<file path="config.mk">
export PLATFORM = sky130hd
export DESIGN_NAME = pxc_blend
export DESIGN_NICKNAME = d
export VERILOG_FILES = /design/src/rtl/pxc_pkg.sv /design/src/rtl/pxc_mul.sv /design/src/rtl/pxc_alpha_cvt.sv /design/src/rtl/pxc_emit.sv /design/src/rtl/pxc_blend.sv
export SDC_FILE = /design/constraint.sdc
export NUM_CORES = 1
export LEC_CHECK = 0
export CAP_MARGIN = 30
export CORE_MARGIN = 2
export CORE_UTILIZATION = 45
export DETAILED_ROUTE_END_ITERATION = 7
export DONT_BUFFER_PORTS = 1
export PLACE_DENSITY = 0.57
export RECOVER_POWER = 100
export SLEW_MARGIN = 5
export SYNTH_ARGS = -nofsm -noshare
export SYNTH_HDL_FRONTEND = slang
export SYNTH_SLANG_ARGS = --single-unit
export TNS_END_PERCENT = 30
</file>
<file path="constraint.sdc">
create_clock -name clk -period 11.7 [get_ports clk]
set_input_delay 0 -clock clk [delete_from_list [all_inputs] [get_ports clk]]
set_output_delay 0 -clock clk [all_outputs]
set_load 0.03 [all_outputs]
</file>
<file path="src/rtl/pxc_pkg.sv">
package pxc_pkg;
    // Slot schedule: one pixel pair per six cycles.
    typedef enum logic [2:0] {
        PH_FACT  = 3'd0,   // both weights
        PH_RED   = 3'd1,
        PH_GRN   = 3'd2,
        PH_BLU   = 3'd3,
        PH_ALPHA = 3'd4,   // alpha product
        PH_DONE  = 3'd5    // hand result to the serializer
    } phase_e;

    localparam int SLOT_CYCLES = 6;
endpackage

</file>
<file path="src/rtl/pxc_mul.sv">
// Shared unsigned multiplier; product scaled back by one of two shifts.
module pxc_mul #(
    parameter int AW        = 9,
    parameter int SH_WIDE   = 8,
    parameter int SH_NARROW = 4
) (
    input  logic [AW-1:0] x,
    input  logic [AW-1:0] y,
    input  logic          narrow,
    output logic [AW-1:0] p
);
    localparam int PW = 2 * AW;

    logic [PW-1:0] full;
    logic [PW-1:0] scaled;

    assign full   = PW'(x) * PW'(y);
    assign scaled = narrow ? (full >> SH_NARROW) : (full >> SH_WIDE);
    assign p      = scaled[AW-1:0];

    logic unused_hi;
    assign unused_hi = ^scaled[PW-1:AW];
endmodule

</file>
<file path="src/rtl/pxc_alpha_cvt.sv">
// Alpha rescaling between the 8-bit external and 9-bit internal forms.
module pxc_alpha_cvt #(
    parameter int CW     = 8,
    parameter bit EXPAND = 1'b1
) (
    input  logic [CW:0] din,
    output logic [CW:0] dout
);
    localparam int AW = CW + 1;
    localparam logic [AW-1:0] HALF = AW'(1) << (CW - 1);

    generate
        if (EXPAND) begin : g_up
            logic unused_top;
            assign unused_top = din[CW];
            assign dout = {1'b0, din[CW-1:0]} + AW'(din[CW-1]);
        end else begin : g_down
            assign dout = (din > HALF) ? (din - AW'(1)) : din;
        end
    endgenerate
endmodule

</file>
<file path="src/rtl/pxc_emit.sv">
// Byte serializer: six bytes per result, lowest byte first.
module pxc_emit #(
    parameter int W  = 8,
    parameter int NB = 6
) (
    input  logic          clk,
    input  logic          rst_n,
    input  logic          load,
    input  logic [NB*W-1:0] din,
    output logic [W-1:0]  out_byte,
    output logic          out_valid,
    output logic          out_first
);
    localparam int OW   = NB * W;
    localparam int CNTW = $clog2(NB);

    typedef struct packed {
        logic [OW-1:0]   sr;
        logic [CNTW-1:0] cnt;
        logic            valid;
    } em_t;

    em_t e_d, e_q;

    always_comb begin
        e_d = e_q;
        if (e_q.valid) begin
            e_d.sr  = e_q.sr >> W;
            e_d.cnt = e_q.cnt + CNTW'(1);
            if (e_q.cnt == CNTW'(NB - 1)) begin
                e_d.valid = 1'b0;
            end
        end
        if (load) begin
            e_d.sr    = din;
            e_d.cnt   = '0;
            e_d.valid = 1'b1;
        end
    end

    always_ff @(posedge clk) begin
        if (!rst_n) e_q <= '0;
        else        e_q <= e_d;
    end

    assign out_byte  = e_q.valid ? e_q.sr[W-1:0] : '0;
    assign out_valid = e_q.valid;
    assign out_first = e_q.valid && (e_q.cnt == '0);

    // the leading marker never repeats on the next cycle
    assert_first_once_R8: assert property (@(posedge clk) disable iff (!rst_n)
        out_first |=> !out_first);

    // every byte other than the first continues a running stream
    assert_contig_R8: assert property (@(posedge clk) disable iff (!rst_n)
        (out_valid && !out_first) |-> $past(out_valid));
endmodule

</file>
<file path="src/rtl/pxc_blend.sv">
module pxc_blend
    import pxc_pkg::*;
#(
    parameter int CW  = 8,
    parameter int ZW  = 16,
    parameter int CVW = 5
) (
    input  logic           clk,
    input  logic           rst_n,
    input  logic           in_load,
    input  logic [ZW-1:0]  in_depth,
    input  logic [CW-1:0]  in_near_a,
    input  logic [CW-1:0]  in_near_r,
    input  logic [CW-1:0]  in_near_g,
    input  logic [CW-1:0]  in_near_b,
    input  logic [CW-1:0]  in_far_a,
    input  logic [CW-1:0]  in_far_r,
    input  logic [CW-1:0]  in_far_g,
    input  logic [CW-1:0]  in_far_b,
    input  logic [CVW-1:0] in_cover,
    output logic [CW-1:0]  out_byte,
    output logic           out_valid,
    output logic           out_first
);
    localparam int AW  = CW + 1;
    localparam int NCH = 3;
    localparam int ZB  = ZW / CW;
    localparam int NB  = ZB + 1 + NCH;
    localparam logic [AW-1:0]  ONE  = AW'(1) << CW;
    localparam logic [CVW-1:0] CONE = CVW'(1) << (CVW - 1);

    typedef struct packed {
        phase_e                    phase;
        logic                      busy;
        logic [ZW-1:0]             depth;
        logic [AW-1:0]             an;      // near alpha, 9-bit form
        logic [AW-1:0]             af;      // far alpha, 9-bit form
        logic [NCH-1:0][CW-1:0]    cn;
        logic [NCH-1:0][CW-1:0]    cf;
        logic [CVW-1:0]            cov;
        logic [CVW-1:0]            ncov;
        logic [AW-1:0]             wn;      // near weight
        logic [AW-1:0]             wf;      // far weight
        logic [NCH-1:0][CW-1:0]    rgb;
        logic [AW-1:0]             alpha;
    } st_t;

    st_t s_d, s_q;

    // Input alpha expansion
    logic [AW-1:0] an_in, af_in;
    pxc_alpha_cvt #(.CW(CW), .EXPAND(1'b1)) u_cvt_near (
        .din ({1'b0, in_near_a}),
        .dout(an_in)
    );
    pxc_alpha_cvt #(.CW(CW), .EXPAND(1'b1)) u_cvt_far (
        .din ({1'b0, in_far_a}),
        .dout(af_in)
    );

    logic [CVW-1:0] cov_cl;
    assign cov_cl = (in_cover > CONE) ? CONE : in_cover;

    // Operand selection for the two shared multipliers.
    // Multiplier A: near-colour side; multiplier B: far-colour side.
    logic [AW-1:0] opa_x, opa_y, opb_x, opb_y, prod_a, prod_b;
    logic          narrow;
    logic [1:0]    k;

    always_comb begin
        opa_x  = '0;
        opa_y  = '0;
        opb_x  = '0;
        opb_y  = '0;
        narrow = 1'b0;
        unique case (s_q.phase)
            PH_RED:  k = 2'd0;
            PH_GRN:  k = 2'd1;
            PH_BLU:  k = 2'd2;
            default: k = 2'd0;
        endcase
        unique case (s_q.phase)
            PH_FACT: begin
                opa_x  = s_q.af;
                opa_y  = AW'(s_q.ncov);
                opb_x  = s_q.an;
                opb_y  = AW'(s_q.cov);
                narrow = 1'b1;
            end
            PH_RED, PH_GRN, PH_BLU: begin
                opa_x = s_q.wn;
                opa_y = AW'(s_q.cn[k]);
                opb_x = s_q.wf;
                opb_y = AW'(s_q.cf[k]);
            end
            PH_ALPHA: begin
                opa_x = s_q.an;
                opa_y = s_q.af;
            end
            default: ;
        endcase
    end

    pxc_mul #(.AW(AW), .SH_WIDE(CW), .SH_NARROW(CVW - 1)) u_mul_near (
        .x(opa_x), .y(opa_y), .narrow(narrow), .p(prod_a)
    );
    pxc_mul #(.AW(AW), .SH_WIDE(CW), .SH_NARROW(CVW - 1)) u_mul_far (
        .x(opb_x), .y(opb_y), .narrow(narrow), .p(prod_b)
    );

    logic          accept, commit;
    logic [CW:0]   csum;
    logic [CW-1:0] csat;

    assign accept = in_load && (!s_q.busy || (s_q.phase == PH_DONE));
    assign commit = s_q.busy && (s_q.phase == PH_DONE);
    assign csum   = {1'b0, prod_a[CW-1:0]} + {1'b0, prod_b[CW-1:0]};
    assign csat   = csum[CW] ? '1 : csum[CW-1:0];

    always_comb begin
        s_d = s_q;
        if (s_q.busy) begin
            unique case (s_q.phase)
                PH_FACT: begin
                    s_d.wn    = ONE - prod_a;
                    s_d.wf    = ONE - prod_b;
                    s_d.phase = PH_RED;
                end
                PH_RED: begin
                    s_d.rgb[0] = csat;
                    s_d.phase  = PH_GRN;
                end
                PH_GRN: begin
                    s_d.rgb[1] = csat;
                    s_d.phase  = PH_BLU;
                end
                PH_BLU: begin
                    s_d.rgb[2] = csat;
                    s_d.phase  = PH_ALPHA;
                end
                PH_ALPHA: begin
                    s_d.alpha = s_q.an + s_q.af - prod_a;
                    s_d.phase = PH_DONE;
                end
                default: s_d.busy = 1'b0;
            endcase
        end
        if (accept) begin
            s_d.busy  = 1'b1;
            s_d.phase = PH_FACT;
            s_d.depth = in_depth;
            s_d.an    = an_in;
            s_d.af    = af_in;
            s_d.cn    = {in_near_b, in_near_g, in_near_r};
            s_d.cf    = {in_far_b, in_far_g, in_far_r};
            s_d.cov   = cov_cl;
            s_d.ncov  = CONE - cov_cl;
        end
    end

    always_ff @(posedge clk) begin
        if (!rst_n) s_q <= '0;
        else        s_q <= s_d;
    end

    // Output alpha reduction and serialization
    logic [AW-1:0] alpha_out;
    pxc_alpha_cvt #(.CW(CW), .EXPAND(1'b0)) u_cvt_out (
        .din (s_q.alpha),
        .dout(alpha_out)
    );
    logic unused_aout;
    assign unused_aout = alpha_out[CW];

    pxc_emit #(.W(CW), .NB(NB)) u_emit (
        .clk      (clk),
        .rst_n    (rst_n),
        .load     (commit),
        .din      ({s_q.rgb, alpha_out[CW-1:0], s_q.depth}),
        .out_byte (out_byte),
        .out_valid(out_valid),
        .out_first(out_first)
    );

    // the stored result alpha never exceeds one
    assert_alpha_range_R3: assert property (@(posedge clk) disable iff (!rst_n)
        commit |-> (s_q.alpha <= ONE));

    // both weights stay within [0, 1] once formed
    assert_weight_range_R4: assert property (@(posedge clk) disable iff (!rst_n)
        (s_q.busy && s_q.phase != PH_FACT) |-> ((s_q.wn <= ONE) && (s_q.wf <= ONE)));

    // latched coverage is clamped and its complement sums to one
    assert_cover_clamp_R7: assert property (@(posedge clk) disable iff (!rst_n)
        s_q.busy |-> ((s_q.cov <= CONE) && ((s_q.cov + s_q.ncov) == CONE)));

    // a load during the first five slot cycles leaves the latched pixel alone
    assert_load_ignored_R10: assert property (@(posedge clk) disable iff (!rst_n)
        (s_q.busy && s_q.phase != PH_DONE && in_load) |=> ($stable(s_q.depth) && $stable(s_q.cn)));
endmodule

</file>
Word-level counts from Yosys, hierarchy flattened

Cells that the tools add are included.

Register bits after elaboration: 199
Input port bits: 88
Output and inout port bits: 10
Logic and storage cells: 86

$add $sub $neg: 10
Multipliers: 2
$lt $le $gt $ge: 3
Equality and inequality tests: 6
Multiplexer cells: 23
Bitwise logic cells: 1
Reduce and logical (&&, ||, !) cells: 19

Operators by type and width:

| operator                                                       | number |
|---|---|
| 2-to-1 mux 52 bit                                              | 2 |
| 2-to-1 mux 93 bit                                              | 1 |
| one-hot mux 9 bit (3 select lines)                             | 2 |
| 2-to-1 mux 8 bit                                               | 5 |
| binary-select mux 8 bit (select 2 bit)                         | 2 |
| adder 8 x 1 -> 9 bit                                           | 2 |
| 2-to-1 mux 9 bit                                               | 2 |
| one-hot mux 9 bit (2 select lines)                             | 1 |
| subtractor 9 bit (first input constant)                        | 2 |
| multiplier 9 x 8 -> 17 bit                                     | 1 |
| multiplier 9 x 9 -> 17 bit                                     | 1 |
| one-hot mux 8 bit (2 select lines)                             | 1 |
| one-hot mux 3 bit (5 select lines)                             | 1 |
| AND reduction 2 bit                                            | 6 |
| adder 8 x 8 -> 9 bit                                           | 1 |
| adder 9 bit                                                    | 1 |
| == test 3 bit (second input constant)                          | 3 |
| greater-than comparator 9 x 8 -> 1 bit (second input constant) | 1 |
| subtractor 9 bit                                               | 1 |
| subtractor 8 x 1 -> 8 bit (second input constant)              | 1 |
| == test 3 x 2 -> 1 bit (second input constant)                 | 2 |
| logical NOT 3 bit                                              | 2 |
| greater-than comparator 5 bit (second input constant)          | 1 |
| 2-to-1 mux 5 bit                                               | 1 |
| other kinds (15)                                               | 21 |

Logic depth before layout (Yosys ltp)

Word-level depth: 9
Mapped depth: 37
Gate-level depth less buffers: 33

Cells and area by module

Synthesis repeated with hierarchy kept, for this count alone.

Cell total of the unflattened synthesis: 1875
Area, all modules: 15708.8 um2

Modules (own cells, without submodules):

| module                        | instances | cells each | area an instance (um2) | sequential area each (um2) |
|---|---|---|---|---|
| pxc_blend                     | 1         | 926        | 7257.0                 | 2922.8 |
| pxc_mul (u_mul_far)           | 1         | 318        | 2650.0                 | 0.0 |
| pxc_emit                      | 1         | 244        | 2623.8                 | 1041.0 |
| pxc_mul (u_mul_near)          | 1         | 311        | 2596.2                 | 0.0 |
| pxc_alpha_cvt (u_cvt_out)     | 1         | 44         | 306.5                  | 0.0 |
| pxc_alpha_cvt (u_cvt_far ...) | 2         | 16         | 137.6                  | 0.0 |

Worst setup path before layout

OpenSTA, ideal clock, no wires.

Kind: reg2reg
Start: register s_q[145] (netlist bit)
End: register s_q[15] (netlist bit)
Setup time: 0.130 ns
Arrival: 8.050 ns
Required time: 11.570 ns
Path slack: 3.520 ns
Cell stages (with the launch flop): 34
Clock period less this slack: 8.180 ns
Path through: dfxtp_1 > buf_4 > buf_1 > buf_1 > clkbuf_1 > a211oi_1 > a211oi_1 > nand2_1 > fa_1 > fa_1 > inv_1 > fa_1 > inv_1 > fa_1 > inv_1 > ha_1 > clkbuf_1 > a21oi_1 > nand2_1 > a31oi_1 > o21ai_1 > xor2_1 > mux2i_1 > inv_1 > ha_1 > a21o_1 > a21oi_1 > a21boi_0 > nor3b_1 > a2111oi_4 > a211oi_2 > or4_1 > a31oi_2 > o22ai_1

Longest elaborated chain between the ends: 9
Elaborated cells between the ends (all ways): 23
Classes of those cells: add/sub: 1; mul: 2; eq/ne: 4; mux: 13; reduce/logical: 3

Ends and longest elaborated chain:

| what                                                                                     | line                             | RTL |
|---|---|---|
| start: declaration                                                                       | pxc_blend.sv:48                  | `st_t s_d, s_q;` |
| start signal: assignment                                                                 | pxc_blend.sv:162                 | `if (!rst_n) s_q <= '0;` |
| start signal: assignment                                                                 | pxc_blend.sv:163                 | `else s_q <= s_d;` |
| == test 3 x 2 -> 1 bit                                                                   | pxc_blend.sv:76, pxc_blend.sv:82 |  |
| one-hot mux 2 bit (2 select lines)                                                       | pxc_blend.sv:76                  | `unique case (s_q.phase)` |
| binary-select mux 8 bit (select 2 bit), on equally long branches                         | pxc_blend.sv:92, pxc_blend.sv:94 |  |
| 2-to-1 mux 8 bit, on equally long branches                                               | pxc_blend.sv:92, pxc_blend.sv:94 |  |
| one-hot mux 9 bit (3 select lines) or one-hot mux 8 bit (2 select lines) (tied branches) | pxc_blend.sv:82                  | `unique case (s_q.phase)` |
| multiplier 9 x 9 -> 17 bit or multiplier 9 x 8 -> 17 bit (tied branches)                 | pxc_mul.sv:17                    | `assign full = PW'(x) * PW'(y);` |
| 2-to-1 mux 9 bit                                                                         | pxc_mul.sv:18                    | `assign scaled = narrow ? (full >> SH_NARROW) : (full >> SH_WIDE);` |
| adder 8 x 8 -> 9 bit                                                                     | pxc_blend.sv:117                 | `assign csum = {1'b0, prod_a[CW-1:0]} + {1'b0, prod_b[CW-1:0]};` |
| 2-to-1 mux 8 bit                                                                         | pxc_blend.sv:118                 | `assign csat = csum[CW] ? '1 : csum[CW-1:0];` |

Parallel ways exist; a longest one is shown, timed or not. The select of a mux whose other input is x is not followed.
A chain may end at the register's enable or synchronous reset.

Worst setup path in the final report

Start: register s_q[145] (netlist bit)
End: register s_q[8] (netlist bit)

Longest elaborated chain between the ends: 8
Elaborated cells between the ends (all ways): 16
Classes of those cells: add/sub: 1; mul: 1; eq/ne: 4; mux: 7; reduce/logical: 3

Ends and longest elaborated chain:

| what                                   | line                             | RTL |
|---|---|---|
| == test 3 x 2 -> 1 bit                 | pxc_blend.sv:76, pxc_blend.sv:82 |  |
| one-hot mux 2 bit (2 select lines)     | pxc_blend.sv:76                  |  |
| binary-select mux 8 bit (select 2 bit) | pxc_blend.sv:92                  | `opa_y = AW'(s_q.cn[k]);` |
| 2-to-1 mux 8 bit (implied by the code) | pxc_blend.sv:92                  |  |
| one-hot mux 9 bit (3 select lines)     | pxc_blend.sv:82                  |  |
| multiplier 9 x 9 -> 17 bit             | pxc_mul.sv:17                    |  |
| 2-to-1 mux 9 bit                       | pxc_mul.sv:18                    |  |
| subtractor 9 bit                       | pxc_blend.sv:142                 | `s_d.alpha = s_q.an + s_q.af - prod_a;` |

Parallel ways exist; a longest one is shown, timed or not. The select of a mux whose other input is x is not followed.

==> impl_results.md <==
* Compound-cell area share of the yosys netlist at ~17%
* CP startpoint: s_q[145]
* Initial core utilization at between 40% and 50%
* Row Count at 66
* Clock skew at 12.20 ps
* Post-synthesis register bit count at roughly 200
* Worst Path Required at between 10000 and 15000 ps
* Wire length per cell at between 15 and 20 µm
* Simple-gate share of the synthesized area at about a fifth
* Failing checks: max-capacitance violations, max-slew violations
* YS warnings at 0
* Reg clk slew, reported paths at 80 ps
* Beginning of the worst hold path: in_near_a[4]
* Die Area at between 30000 and 40000 µm²
* Die width at 185.5 µm
* IO buf count at 0
* Vias post-DR at approximately 12k
* Syn Nets at 2084
* Diodes inserted at 0
* Post-CTS sizing at 0
* CTS Buf Count at 17
* Tcrit/Tclk final at a little over four fifths
* Initial antenna violation count at 0
* Tmin final at about 10000 ps
* Pre-CTS setup slack at roughly 2800 ps
* Hold WC Path Type: primary input to register
* DRT Pass-1 Iters at 5
* Cell Pwr Density at around 100 nW/µm²
* Max VDD drop at about 100 µV
* CTS tree: done
* Ys flop type: dfxtp_1
* Crit-path slowest cell: dfxtp_1
* Hold slack final at ~38 ps
* Post-route DRC at 0
* Largest net degree at the start of global routing at ~110
* Hold Fails Final Rpt at 0
* Cts hold-fix bufs at 100
* Register area share after synthesis at a little over a quarter
* Worst Setup Slack, final at about 1800 ps
* Grt total ovfl at 0
* Max-cap viol count at 4
* Post-DP HPWL at around 32 mm
* Outcome: complete, but fails checks
* RR Endpoint: s_q[8]
* Placed cells at around 2.2k
* CP max FO at 40
* DR vias/cell at 5.420
* Placer congestion estimate at 0.9325
* Layout Area Growth over Synthesis at 13.13%
* First-pass GRT wire length at approximately 68 mm
* Async S/R FF share, synth at 0%
* Setup Viol. Count Final at 0
* TNS Setup at 0 ps
* Crit Path Class: register to register
* Adder-Cell Fraction of Synth Area at 21.42%
* Placed Area at between 15000 and 20000 µm²
* Cell variety after synth at 80
* Final Max Tran Viols at about 290
* DR iter-0 viols at a little under 700
* Post-synthesis mux area share at just under 6%
* Clk_lat worst skew at 450 ps
* Worst setup path end: s_q[8]
* Gate Count Post-Synth at ~1.8k
* Nets@finish at roughly 2.1k
* Slew @ Worst Pin at 3975 ps
* Num ports at just under 100
* Total GRT Usage at about 25%
* CTS Sinks at between 150 and 200
* Layout cell share with drive strength beyond 1 at 4.675%
* Number of synthesized flops with an enable pin at 0
* Worst r2r src: s_q[145]
* CORE AREA at between 30000 and 40000 µm²
* Fin cells at 2303
* Main combinational cell family by area after synthesis: adder cells
* Crit-path max cell delay at 1500 ps
* Worst EP arrival at 10200 ps
* Die H at ~190 µm
* Crit. End Element: register
* Worst reg2reg path depth at 29
* Post-CTS Setup Inserts at 0
* RSZ-0062 raised after global routing: false
* Critical path startpoint category: register
* Htree depth at 4
* ANT nets after route at 0
* Max Clock Freq at 101.3 MHz
* XOR/XNOR share of the synthesized area at around 4%
* Leak at a little over 0.007 µW
* Relative slew slack at -165.0%
* R2r setup slk at 1830 ps
* Bufs on Longest Clock Path at 2
* Vias in the first global route at between 10k and 15k
* Per-instance average area after synthesis at 8.224 µm²
* Routed WL at 42.62 mm
* CTS Root Cell: clkbuf_16
* Post-Syn Area at 14830 µm²
* Final Cell Area at between 15000 and 20000 µm²
[critical path: cells and delay by family, from the launching register on]
kind	cells	cell delay, ps
xor gates and xnor gates	2	250
adders and majority gates	8	3190
and+or+nand+nor	6	1350
DFF	1	1500
AOI/OAI and AO/OA	11	2870
buffers and inverters	2	590
[power breakdown]
group	switching, µW	internal [µW]	total (µW)
Combinational	247	171	418
Clock	302	288	590
Sequential	31.8	701	733
Total	581	1160	1740
[state kept, by name (all words and copies together) (netlist names)]
name and flops:
u_emit.e_q 51, s_q 146, u_emit.out_valid 1
[synth_stat cells, drive strengths merged (24+ instances only)]
| master | count | area [µm²] |
|---|---|---|
| nand2 | 299 | 1122 |
| dfxtp | 198 | 3964 |
| nor2 | 166 | 623.1 |
| a21oi | 153 | 765.7 |
| inv | 147 | 551.8 |
| fa | 97 | 1942 |
| ha | 96 | 1201 |
| clkbuf | 81 | 304.0 |
| a211oi | 72 | 560.5 |
| o21ai | 60 | 300.3 |
| mux2i | 59 | 594.3 |
| xnor2 | 42 | 367.9 |
| and2 | 32 | 200.2 |
| a31oi | 30 | 193.9 |
| xor2 | 24 | 210.2 |
[how the worst min path moves through the flow]
stage                           to  slack, ps  cells after the start
after floorplan            s_q[60]        140                      2
after global placement     s_q[61]        140                      2
after detailed placement    s_q[8]        140                      1
after CTS                 s_q[125]          5                      5
after global routing      s_q[116]         50                      5
final                     s_q[125]         40                      5
[final cells by class]
class,count,area (µm²)
Clock buffer,19,432.9
Clock inverter,13,148.9
Fill cell,3156,15680
Inverter,147,554.3
Multi-Input combinational cell,1366,9951
Sequential cell,198,3965
Tap cell,442,553.0
Timing Repair Buffer,118,1170
[layout by cell type (no fill, tap or decap), types with 6 or more instances in the layout]
| cell | n |
|---|---|
| a211oi_1 | 70 |
| a21o_1 | 21 |
| a21oi_1 | 152 |
| a31oi_1 | 30 |
| and2_0 | 11 |
| and2_1 | 21 |
| and3_1 | 7 |
| buf_4 | 10 |
| clkbuf_1 | 7 |
| clkbuf_16 | 17 |
| dfxtp_1 | 197 |
| dlygate4sd3_1 | 100 |
| fa_1 | 97 |
| ha_1 | 96 |
| inv_1 | 146 |
| mux2_2 | 9 |
| mux2i_1 | 58 |
| mux4_2 | 6 |
| nand2_1 | 298 |
| nand2b_1 | 23 |
| nand3_1 | 20 |
| nand3b_1 | 15 |
| nand4_1 | 7 |
| nor2_1 | 166 |
| nor2b_1 | 14 |
| nor3_1 | 11 |
| o21a_1 | 8 |
| o21ai_0 | 54 |
| o21ai_1 | 6 |
| or2_2 | 6 |
| or3_1 | 11 |
| xnor2_1 | 42 |
| xor2_1 | 24 |
[cells by family after synthesis]
family,after synthesis
and+or+nand+nor,632
xor gates and xnor gates,66
adders and majority gates,196
buffers and inverters,239
DFF,198
AOI/OAI and AO/OA,396
muxes,76
[per-layer routing]
layer / vias up / global-route usage, % / share of wire (%)
li1: 6181 / - / -
met1: 5978 / 35.17 / 47
met2: 277 / 41.52 / 46
met3: 47 / 4.285 / 5.3
met4: 0 / 6.286 / 2.0
met5: - / 0 / 0
[through the flow]
| stage | total power (µW) | utilization [%] |
|---|---|---|
| after CTS | 1748 | 51.69 |
| after global placement | 1124 | 46.70 |
| after floorplan | 1027 | - |
| after global routing | 1839 | 51.69 |
| final | 1740 | 51.69 |
| after detailed placement | 1127 | 46.78 |
Note: power is estimated with default switching activity, not from simulation.
